### src/rtl/gpio_irq_pkg.sv
package gpio_irq_pkg;
    localparam int REG_AW = 4;

    localparam logic [REG_AW-1:0] ADR_STAT = 4'd0;
    localparam logic [REG_AW-1:0] ADR_IEN  = 4'd1;
    localparam logic [REG_AW-1:0] ADR_TRIG = 4'd2;
    localparam logic [REG_AW-1:0] ADR_PINS = 4'd3;
    localparam logic [REG_AW-1:0] ADR_RISE = 4'd4;
    localparam logic [REG_AW-1:0] ADR_FALL = 4'd5;
    localparam logic [REG_AW-1:0] ADR_HIGH = 4'd6;
    localparam logic [REG_AW-1:0] ADR_LOW  = 4'd7;
    localparam logic [REG_AW-1:0] ADR_FILT = 4'd8;

    typedef enum logic {
        FLT_STEADY,
        FLT_SETTLE
    } flt_state_e;
endpackage

### src/rtl/gpio_pin_filter.sv
module gpio_pin_filter
    import gpio_irq_pkg::*;
#(
    parameter int HOLD = 16
) (
    input  logic clk,
    input  logic rst_n,
    input  logic en,
    input  logic raw,
    output logic filt
);
    localparam int CW = $clog2(HOLD + 1);

    flt_state_e    state_q, state_d;
    logic          held_q, held_d;
    logic [CW-1:0] cnt_q, cnt_d;

    // state register
    always_ff @(posedge clk or negedge rst_n) begin
        if (!rst_n) begin
            state_q <= FLT_STEADY;
            held_q  <= 1'b0;
            cnt_q   <= '0;
        end else begin
            state_q <= state_d;
            held_q  <= held_d;
            cnt_q   <= cnt_d;
        end
    end

    // next state and data path
    always_comb begin
        state_d = state_q;
        held_d  = held_q;
        cnt_d   = cnt_q;
        if (!en) begin
            state_d = FLT_STEADY;
            held_d  = raw;
            cnt_d   = '0;
        end else begin
            unique case (state_q)
                FLT_STEADY: begin
                    if (raw != held_q) begin
                        state_d = FLT_SETTLE;
                        cnt_d   = CW'(1);
                    end
                end
                FLT_SETTLE: begin
                    if (raw == held_q) begin
                        state_d = FLT_STEADY;
                        cnt_d   = '0;
                    end else if (cnt_q == CW'(HOLD - 1)) begin
                        state_d = FLT_STEADY;
                        held_d  = raw;
                        cnt_d   = '0;
                    end else begin
                        cnt_d = cnt_q + CW'(1);
                    end
                end
            endcase
        end
    end

    // output
    always_comb begin
        filt = en ? held_q : raw;
    end
endmodule

### src/rtl/gpio_event_detect.sv
module gpio_event_detect #(
    parameter int NPINS = 32
) (
    input  logic             clk,
    input  logic             rst_n,
    input  logic [NPINS-1:0] filt,
    input  logic [NPINS-1:0] en_rise,
    input  logic [NPINS-1:0] en_fall,
    input  logic [NPINS-1:0] en_high,
    input  logic [NPINS-1:0] en_low,
    output logic [NPINS-1:0] ev
);
    logic [NPINS-1:0] prev_q;

    always_ff @(posedge clk or negedge rst_n) begin
        if (!rst_n) prev_q <= '0;
        else        prev_q <= filt;
    end

    always_comb begin
        ev = (en_rise & filt & ~prev_q)
           | (en_fall & ~filt & prev_q)
           | (en_high & filt)
           | (en_low & ~filt);
    end
endmodule

### src/rtl/gpio_irq_regs.sv
module gpio_irq_regs
    import gpio_irq_pkg::*;
#(
    parameter int NPINS = 32
) (
    input  logic              clk,
    input  logic              rst_n,
    input  logic              reg_we,
    input  logic              reg_re,
    input  logic [REG_AW-1:0] reg_addr,
    input  logic [NPINS/8-1:0] reg_be,
    input  logic [NPINS-1:0]  reg_wdata,
    output logic [NPINS-1:0]  reg_rdata,
    output logic              reg_err,
    input  logic [NPINS-1:0]  ev,
    input  logic [NPINS-1:0]  pins_view,
    output logic [NPINS-1:0]  stat,
    output logic [NPINS-1:0]  ien,
    output logic [NPINS-1:0]  en_rise,
    output logic [NPINS-1:0]  en_fall,
    output logic [NPINS-1:0]  en_high,
    output logic [NPINS-1:0]  en_low,
    output logic [NPINS-1:0]  filt_en
);
    logic             hit, wr_ok;
    logic [NPINS-1:0] clr, trig;

    always_comb begin
        hit   = (reg_addr <= ADR_FILT);
        wr_ok = reg_we && hit && (&reg_be);
        clr   = (wr_ok && reg_addr == ADR_STAT) ? reg_wdata : '0;
        trig  = (wr_ok && reg_addr == ADR_TRIG) ? reg_wdata : '0;
        reg_err = (reg_re && !hit) || (reg_we && !(hit && (&reg_be)));
    end

    always_ff @(posedge clk or negedge rst_n) begin
        if (!rst_n) begin
            stat    <= '0;
            ien     <= '0;
            en_rise <= '0;
            en_fall <= '0;
            en_high <= '0;
            en_low  <= '0;
            filt_en <= '0;
        end else begin
            stat <= (stat & ~clr) | ev | trig;
            if (wr_ok) begin
                unique case (reg_addr)
                    ADR_IEN:  ien     <= reg_wdata;
                    ADR_RISE: en_rise <= reg_wdata;
                    ADR_FALL: en_fall <= reg_wdata;
                    ADR_HIGH: en_high <= reg_wdata;
                    ADR_LOW:  en_low  <= reg_wdata;
                    ADR_FILT: filt_en <= reg_wdata;
                    default:  ;
                endcase
            end
        end
    end

    always_comb begin
        unique case (reg_addr)
            ADR_STAT: reg_rdata = stat;
            ADR_IEN:  reg_rdata = ien;
            ADR_TRIG: reg_rdata = '0;
            ADR_PINS: reg_rdata = pins_view;
            ADR_RISE: reg_rdata = en_rise;
            ADR_FALL: reg_rdata = en_fall;
            ADR_HIGH: reg_rdata = en_high;
            ADR_LOW:  reg_rdata = en_low;
            ADR_FILT: reg_rdata = filt_en;
            default:  reg_rdata = '1;
        endcase
    end
endmodule

### src/rtl/gpio_irq_unit.sv
module gpio_irq_unit
    import gpio_irq_pkg::*;
#(
    parameter int NPINS = 32,
    parameter int HOLD  = 16
) (
    input  logic               clk,
    input  logic               rst_n,
    input  logic [NPINS-1:0]   pins_i,
    input  logic               reg_we,
    input  logic               reg_re,
    input  logic [REG_AW-1:0]  reg_addr,
    input  logic [NPINS/8-1:0] reg_be,
    input  logic [NPINS-1:0]   reg_wdata,
    output logic [NPINS-1:0]   reg_rdata,
    output logic               reg_err,
    output logic [NPINS-1:0]   irq_o
);
    logic [NPINS-1:0] filt, ev, stat, ien;
    logic [NPINS-1:0] en_rise, en_fall, en_high, en_low, filt_en;

    for (genvar g = 0; g < NPINS; g++) begin : g_flt
        gpio_pin_filter #(.HOLD(HOLD)) u_flt (
            .clk  (clk),
            .rst_n(rst_n),
            .en   (filt_en[g]),
            .raw  (pins_i[g]),
            .filt (filt[g])
        );
    end

    gpio_event_detect #(.NPINS(NPINS)) u_det (
        .clk    (clk),
        .rst_n  (rst_n),
        .filt   (filt),
        .en_rise(en_rise),
        .en_fall(en_fall),
        .en_high(en_high),
        .en_low (en_low),
        .ev     (ev)
    );

    gpio_irq_regs #(.NPINS(NPINS)) u_regs (
        .clk      (clk),
        .rst_n    (rst_n),
        .reg_we   (reg_we),
        .reg_re   (reg_re),
        .reg_addr (reg_addr),
        .reg_be   (reg_be),
        .reg_wdata(reg_wdata),
        .reg_rdata(reg_rdata),
        .reg_err  (reg_err),
        .ev       (ev),
        .pins_view(filt),
        .stat     (stat),
        .ien      (ien),
        .en_rise  (en_rise),
        .en_fall  (en_fall),
        .en_high  (en_high),
        .en_low   (en_low),
        .filt_en  (filt_en)
    );

    always_comb begin
        irq_o = stat & ien;
    end
endmodule

### config.mk
export PLATFORM = sky130hd
export DESIGN_NAME = gpio_irq_unit
export DESIGN_NICKNAME = d
export VERILOG_FILES = /design/src/rtl/gpio_irq_pkg.sv /design/src/rtl/gpio_pin_filter.sv /design/src/rtl/gpio_event_detect.sv /design/src/rtl/gpio_irq_regs.sv /design/src/rtl/gpio_irq_unit.sv
export SDC_FILE = /design/constraint.sdc
export NUM_CORES = 1
export LEC_CHECK = 0
export BUFFER_PORTS_ARGS = -buffer_cell sky130_fd_sc_hd__buf_2
export CORE_ASPECT_RATIO = 0.75
export CORE_UTILIZATION = 30
export DETAILED_ROUTE_END_ITERATION = 8
export PLACE_DENSITY_LB_ADDON = 0.2
export SKIP_LAST_GASP = 1
export SYNTH_ARGS = -nofsm -noshare
export SYNTH_HDL_FRONTEND = slang
export SYNTH_SLANG_ARGS = --single-unit
### constraint.sdc
create_clock -name clk -period 2 [get_ports clk]
set_input_delay 0.2 -clock clk [delete_from_list [all_inputs] [get_ports clk]]
set_output_delay 0.2 -clock clk [all_outputs]
set_load 0.01 [all_outputs]
==> results.cfg, run 1 <==
[detailed_routing]
antenna_left = 0
num_vias = 18600
routed_wl_mm = 71.3
viasPerCell = 5.17
drtIter0Drc = 1383
dr.pass1.iters = 9
route.detailed.drc = 12
wl_per_cell_um = 19.9

[critical_path]
criticalPathCategory = reg2out
cp-end-kind = output port
critical-path-slowest-cell = or4_4
cp_cell_sequence = buf_4, mux2i_1, nor2_1, or4_4, buf_6
crit_required_ps = 1800
cp.arrival_ps = 2140
worst_setup_path_start_kind = flop
cpPeakStageDelay_ps = 530
path_max_fanout = 9

[logic_synthesis]
yosysMostFrequentCell = dfrtp_1
synth_ff_type = dfrtp_1
synth_seq_cells = 480
syn_nets = 2286
avgSynthCellArea_um2 = 11.0
ys_top_cells_by_area = dfrtp_1 (50%), mux2_2 (11%), nor2b_1 (3.0%)
yosys-top-cells-count = dfrtp_1 (480), mux2_2 (236), nand2_1 (142)
netlist.area_leader.share_pct = 49.9
synth_edf_count = 0
async_flop_share_pct = 100
yosys.area.top_type = dfrtp_1
ys.warnings.count = 0
synth.distinct_cells = 50
synth.cell_area_mm2 = 0.0241
synthCells = 2178
seq_area_frac_synth_pct = 49.9

[outcome]
status = finished, violations left
violations = DRC, setup timing

[global_route]
grt_usage_pct = 17.4
grt_overflow = 0
use_met3_pct = 3.11
use_met2_pct = 26.3
busiest_layer = met2
grt_pass1_vias = 18400
antenna_found_initial = 7
grt_max_degree = 77
met1_usage_pct = 25.5
grt_pass1_wl_mm = 110

[cts]
cts.sinks = 480
cts_tree = yes
path_clk_slew_ps = 60
clk_path_buf_depth = 3
cts_buffers = 54
ctsRootBufferMaster = clkbuf_16
clkLatencyLatePin_ps = 610
htreeDepth = 2

[timing]
rsz0062_at_grt = true
finalCritPeriodShare_pct = 117
hold-worst-slack_ps = 54.9
hold_viol_final = 0
report.final.slew_viol_count = 0
relSlewSlack_pct = 52.0
finalWorstSetupSlack_ps = -342
finalSetupViolCount = 19
fin_skew_ps = 22.2
max_freq_ghz = 0.427
setup_tns_ps = -2980
min_period_ps = 2340
tightest_slew_ps = 718

[final_layout]
synthToLayoutAreaGrowth_pct = 26.0
stdcell_count = 3591
fillers = 7674
drive_gt1_share_pct = 28.5
multi_input_area_mm2 = 0.0119
register_area_mm2 = 0.0120
layout.nets = 2606

[pwr]
power_mw = 22.1
peakVddDrop_mv = 0.651
power_leakage_nw = 14.2
power.density_mw_per_mm2 = 729

[placed_design]
dp.final_hpwl_mm = 49.1
io_buffers = 140
place_inst = 3383
gp_congestion = 0.793

[die]
ios = 141
die_x_um = 329
die_y_um = 247
coreArea_mm2 = 0.0791
dieArea_mm2 = 0.0813
initial_core_util_pct = 30.4
num_rows = 89

[worst_hold_path]
hp-class = in2reg

[job]
max-cap-violations = 0
-- metal layers --
layer  up-vias  share of wire, %
met5         -             0.091
met4        10               2.2
met3       101               5.6
met2       423                44
met1      9339                48
li1       8703                 -
-- worst max-delay path, delay by kind of cell, from the launching register on --
| family | cells | cell delay, ps |
|---|---|---|
| and+or+nand+nor | 2 | 600 |
| DFF | 1 | 360 |
| buffers and inverters | 2 | 310 |
| muxes | 1 | 270 |
-- path summary, 6_finish.rpt --
path,startpoint,to,slack (ps),cells after the start
max,u_regs.filt_en[1],reg_rdata[1],-340,5
min,pins_i[1],u_det.prev_q[1],50,4
max reg2reg,g_flt[3].u_flt.cnt_q[0],g_flt[3].u_flt.held_q,390,5
min reg2reg,g_flt[13].u_flt.cnt_q[4],g_flt[13].u_flt.cnt_q[4],510,1
max in group asynchronous,rst_n,u_regs.en_low[15],1010,3
min in group asynchronous,rst_n,g_flt[2].u_flt.cnt_q[1],160,2
-- cell type report --
type	count	share of cell area (%)
Antenna cell	6	0.0495
Clock buffer	79	5.20
Clock inverter	18	0.499
Inverter	33	0.409
Multi-Input combinational cell	1539	39.2
Sequential cell	480	39.6
Tap cell	1046	4.32
Timing Repair Buffer	390	10.7
-- metrics by stage --
| stage | cell area [um2] | utilization [%] | setup WS [ps] |
|---|---|---|---|
| 6_report | 30300 | 38.3 | -342 |
| 2_1_floorplan | 24100 | - | 150 |
| 4_1_cts | 30100 | 38.0 | -447 |
| 5_1_grt | 30300 | 38.3 | -479 |
| 3_3_place_gp | 27100 | 34.2 | -259 |
| 3_5_place_dp | 27100 | 34.2 | -287 |
-- cells in the final DEF (no fill, tap or decap), types with 43 or more instances in the layout --
cell type	count
a31oi_1	43
nand2_1	136
xor2_1	74
a32oi_1	47
nand3_1	101
nor2_1	45
buf_4	142
buf_2	126
and3_1	63
nor3b_1	54
dfrtp_1	476
nor2b_1	115
dlygate4sd3_1	65
clkbuf_16	55
a21oi_1	77
o21ai_0	88
mux2_2	225
-- power breakdown --
part           switching (mW)  leakage [nW]  internal (mW)
sequential              0.195          6.36           9.92
clock                    4.09         0.865           5.70
combinational            1.25          6.98          0.934
-- logic make-up after synthesis --
logic type	share of synthesized area, %
fa+ha+maj	1.66
mux	13.1
simple gates	15.5
compound gates	13.7
xor+xnor	3.46
flops	49.9
buf+inv	2.62
-- flip-flops by register name (all words and copies together) (netlist names) --
signal,flops
u_regs.filt_en,32
u_regs.en_rise,32
u_regs.en_fall,32
u_regs.en_high,32
g_flt.u_flt.state_q,32
g_flt.u_flt.cnt_q,160
u_regs.stat,32
u_regs.ien,32
g_flt.u_flt.held_q,32
u_det.prev_q,32
u_regs.en_low,32
-- timing repair --
item,4_1_cts,5_1_grt
setup buffers,28,11
cloned,0,1
hold buffers,65,0
hold endpoints to repair,568,0
endpoints found under the setup margin,33,32
pin swaps,42,21
resized for setup,101,33
Note: power is estimated with default switching activity, not from simulation.
==> run 2: changes to the inputs <==
Settings changed: CORE_MARGIN from default to 10.
==> results.cfg, run 2 (synthesis gave the netlist of run 1 again) <==
[critical_path]
crit_family = flip-flops
critPathBufInv = 1
worst_setup_path_start_kind = flop
crit_required_ps = 1800
cp_cell_sequence = a222oi_1, o21ai_1, or4_4, buf_2
criticalPathCategory = reg2out
critical-path-slowest-cell = dfrtp_2
cp-end-kind = output port
cpPeakStageDelay_ps = 480
cp.arrival_ps = 2140
path_max_fanout = 4

[timing]
finalWorstSetupSlack_ps = -339
rsz0062_at_grt = true
fin_skew_ps = 20.0
max_freq_ghz = 0.427
min_period_ps = 2340
tightest_slew_ps = 719
report.final.slew_viol_count = 0
setup_tns_ps = -3420
finalCritPeriodShare_pct = 117
relSlewSlack_pct = 51.9
finalSetupViolCount = 19
hold_viol_final = 0

[global_route]
grt_usage_pct = 15.7
grt_pass1_vias = 18900
grt_pass1_wl_mm = 115
grt_max_degree = 70
grt_overflow = 0
antenna_found_initial = 9

[detailed_routing]
routed_wl_mm = 73.9
drtIter0Drc = 1418
dr.pass1.iters = 5
wl_per_cell_um = 20.5
viasPerCell = 5.20
route.detailed.drc = 0
num_vias = 18800
antenna_left = 0

[cts]
clkLatencyLatePin_ps = 600
htreeDepth = 2
path_clk_slew_ps = 60
cts.sinks = 480
cts_buffers = 53
clk_path_buf_depth = 3
cts_tree = yes
ctsRootBufferMaster = clkbuf_16

[final_layout]
drive_gt1_share_pct = 30.0
fillers = 7699
post-route-util_pct = 39.1
layout.nets = 2628
register_area_mm2 = 0.0120
final_common_cell = dfrtp_1
final_area_mm2 = 0.0309
synthToLayoutAreaGrowth_pct = 28.4
largest_reg_flops = 160
multi_input_area_mm2 = 0.0120
mostFrequentLayoutCells = dfrtp_1 (475), mux2_2 (225), buf_4 (162), nand2_1 (134), buf_2 (124)
regMostFlops = g_flt.u_flt.cnt_q

[die]
coreArea_mm2 = 0.0791
dieArea_mm2 = 0.0920
ios = 141
num_rows = 89
initial_core_util_pct = 30.4
die_y_um = 265
die_x_um = 347

[worst_hold_path]
hp-class = in2reg

[placed_design]
dp.final_hpwl_mm = 51.8
placed_cell_area_mm2 = 0.0272
gp_congestion = 0.812
dp_worst_setup_slack_ps = -227
io_buffers = 140

[job]
max-cap-violations = 0

[pwr]
peakVddDrop_mv = 0.586
power.density_mw_per_mm2 = 759
power_leakage_nw = 14.5

[outcome]
status = finished, violations left
violations = setup timing
## run 2: cell count changes in the layout (fill, tap and decap cells not counted), moves of 4 or more
cell	previous run	this run
o21ai_0	88	84
o21ai_1	12	16
nand3_1	101	97
bufinv_16	2	11
o22ai_2	0	4
diode_2	6	2
clkbuf_1	13	5
o22ai_1	7	3
buf_4	142	162
## run 2: report_power, final
part	total, mW	switching, mW	internal, mW
combinational	2.26	1.29	0.973
sequential	10.1	0.202	9.92
clock	11.1	4.22	6.84
total	23.4	5.71	17.7
## run 2: final cells by class
cell class	count	share of cell area, %
Sequential cell	480	38.9
Multi-Input combinational cell	1539	38.8
Timing Repair Buffer	413	11.2
Clock buffer	71	5.01
Tap cell	1046	4.24
Clock inverter	29	1.41
Inverter	33	0.401
Antenna cell	2	0.0162
## run 2: path summary, 6_finish.rpt
path,start,end,slack [ps],cells after the start
hold / removal,pins_i[8],u_det.prev_q[8],60,4
setup / recovery,u_regs.filt_en[1],reg_rdata[1],-340,4
setup reg to reg,g_flt[3].u_flt.cnt_q[0],g_flt[3].u_flt.held_q,430,5
max in group asynchronous,rst_n,u_regs.en_low[25],1040,3
hold reg to reg,g_flt[7].u_flt.cnt_q[4],g_flt[7].u_flt.cnt_q[4],510,1
min in group asynchronous,rst_n,g_flt[6].u_flt.cnt_q[2],120,2
## run 2: repair_timing
| action | 4_1_cts | 5_1_grt |
|---|---|---|
| setup endpoints to repair | 32 | 32 |
| gates resized for setup | 108 | 40 |
| pin swaps | 41 | 19 |
| endpoints found under the hold margin | 538 | 0 |
| hold buffers | 65 | 0 |
| buffers inserted | 41 | 9 |
## run 2: stage by stage
stage	instances	hold slack, ps	power, mW
after CTS	3602	0.312	23.7
after floorplan	2178	-95.6	11.1
after global routing	3612	44.3	24.4
after global placement	3396	133	12.2
final	3613	57.0	23.4
after detailed placement	3396	129	12.2
## run 2: worst min-delay path: cells and delay by family
family / cells / cell delay, ps
muxes: 1 / 90
buffers and inverters: 3 / 320
## run 2: metal layers
metal	vias up	global-route usage, %	part of all wire (%)
met5	-	0	0.13
met4	12	3.82	2.0
met3	112	3.13	5.2
met2	410	23.6	44
met1	9509	22.8	49
li1	8742	-	-
==> run 3: changes to the inputs <==
Settings changed: SKIP_CTS_REPAIR_TIMING from default to 1, SLEW_MARGIN from default to 20.
==> results.cfg, run 3 (synthesis gave the netlist of run 1 again) <==
[outcome]
status = finished, violations left
violations = setup timing

[die]
die_y_um = 265
dieArea_mm2 = 0.0920
num_rows = 89
ios = 141
initial_core_util_pct = 30.4
coreArea_mm2 = 0.0791
die_x_um = 347

[critical_path]
crit_start = u_regs.en_rise[1]
criticalPathCategory = reg2out
cp_cell_sequence = a222oi_1, o21ai_1, or4_4, buf_2
cp.arrival_ps = 2150
worst-path-stages = 4
crit_family = compound AO/OA/AOI/OAI gates
crit_required_ps = 1800
critPathCapture = reg_rdata[1]
cpPeakStageDelay_ps = 460
worst-r2r-setup-slack_ps = 420
rr_startpoint = g_flt[3].u_flt.cnt_q[0]
path_max_fanout = 2
critPathBufInv = 1
cp-end-kind = output port
reg2reg_depth = 5
critical-path-slowest-cell = or4_4
worst_setup_path_start_kind = flop
rr_endpoint = g_flt[3].u_flt.held_q

[final_layout]
largest_reg_flops = 160
mostFrequentLayoutCells = dfrtp_1 (475), mux2_2 (226), buf_4 (158), nand2_1 (134), buf_2 (127)
post-route-util_pct = 38.9
layout.nets = 2616
regMostFlops = g_flt.u_flt.cnt_q
drive_gt1_share_pct = 29.7
final_common_cell = dfrtp_1
synthToLayoutAreaGrowth_pct = 27.7
fillers = 7712
final_area_mm2 = 0.0307

[pwr]
peakVddDrop_mv = 0.583
power.density_mw_per_mm2 = 762
power_leakage_nw = 14.4

[timing]
hold_viol_final = 0
setup_tns_ps = -3730
rsz0062_at_grt = true
report.final.slew_viol_count = 0
relSlewSlack_pct = 53.0
finalSetupViolCount = 21
fin_skew_ps = 20.7
finalCritPeriodShare_pct = 118
max_freq_ghz = 0.425
min_period_ps = 2350
tightest_slew_ps = 703
finalWorstSetupSlack_ps = -355

[placed_design]
gp_congestion = 0.812
placed_cell_area_mm2 = 0.0272
dp.final_hpwl_mm = 51.8
io_buffers = 140
dp_worst_setup_slack_ps = -227

[cts]
cts_tree = yes
path_clk_slew_ps = 60
clk_path_buf_depth = 3
clkLatencyLatePin_ps = 600
cts_buffers = 53
cts.sinks = 480
htreeDepth = 2
ctsRootBufferMaster = clkbuf_16

[job]
max-cap-violations = 0

[global_route]
grt_usage_pct = 15.4
grt_pass1_wl_mm = 112
antenna_found_initial = 13
grt_max_degree = 70
grt_pass1_vias = 18200
grt_overflow = 0

[detailed_routing]
dr.pass1.iters = 6
wl_per_cell_um = 20.4
num_vias = 18800
drtIter0Drc = 1361
antenna_left = 0
route.detailed.drc = 0
routed_wl_mm = 73.6
viasPerCell = 5.23

[worst_hold_path]
hp-class = in2reg
run 3: changes by cell type in the layout (fill, tap and decap cells not counted), sizes merged:
cell | before | now
buf | 348 | 338
diode | 2 | 5
dlygate4sd3 | 65 | 63
run 3: power by group:
group | switching, mW | leakage [nW] | internal, mW
sequential | 0.203 | 6.36 | 9.92
clock | 4.22 | 0.978 | 6.84
combinational | 1.28 | 7.04 | 0.948
run 3: stage by stage:
step	total power, mW	std cells	hold slack (ps)
after floorplan	11.1	2178	-95.6
after global placement	12.2	3396	133
after detailed placement	12.2	3396	129
after CTS	23.4	3496	-516
after global routing	24.3	3603	11.0
final	23.4	3604	20.6
run 3: layer usage:
layer	GRT usage (%)	wire, um
met4	3.85	1470
met3	3.32	4580
met5	0	98
met2	22.8	31800
met1	22.4	35600
run 3: worst min path at each step:
stage                  start                      end  cells past startpoint  slack (ps)
2_1_floorplan          rst_n  g_flt[0].u_flt.cnt_q[0]                      0        -100
5_1_grt        reg_wdata[21]       u_regs.filt_en[21]                      2          10
3_3_place_gp           rst_n  g_flt[6].u_flt.cnt_q[4]                      1         130
3_5_place_dp           rst_n  g_flt[6].u_flt.cnt_q[4]                      1         130
4_1_cts                rst_n  g_flt[6].u_flt.cnt_q[4]                      1        -520
6_report       reg_wdata[21]          u_regs.stat[21]                      3          20
run 3: cell type report:
class,instances,area (um2),share of cell area [%]
Inverter,33,124,0.403
Antenna cell,5,12.5,0.0407
Timing Repair Buffer,401,3330,10.9
Sequential cell,480,12000,39.1
Multi-Input combinational cell,1539,11900,38.9
Clock buffer,71,1550,5.03
Tap cell,1046,1310,4.26
Clock inverter,29,435,1.42
run 3: worst register-to-register path, cell delays in order, from the launching register on:
cell,delay [ps]
dfrtp_1,380
ha_1,210
nand3_1,110
nor3b_1,260
nand2b_1,170
mux2_2,330
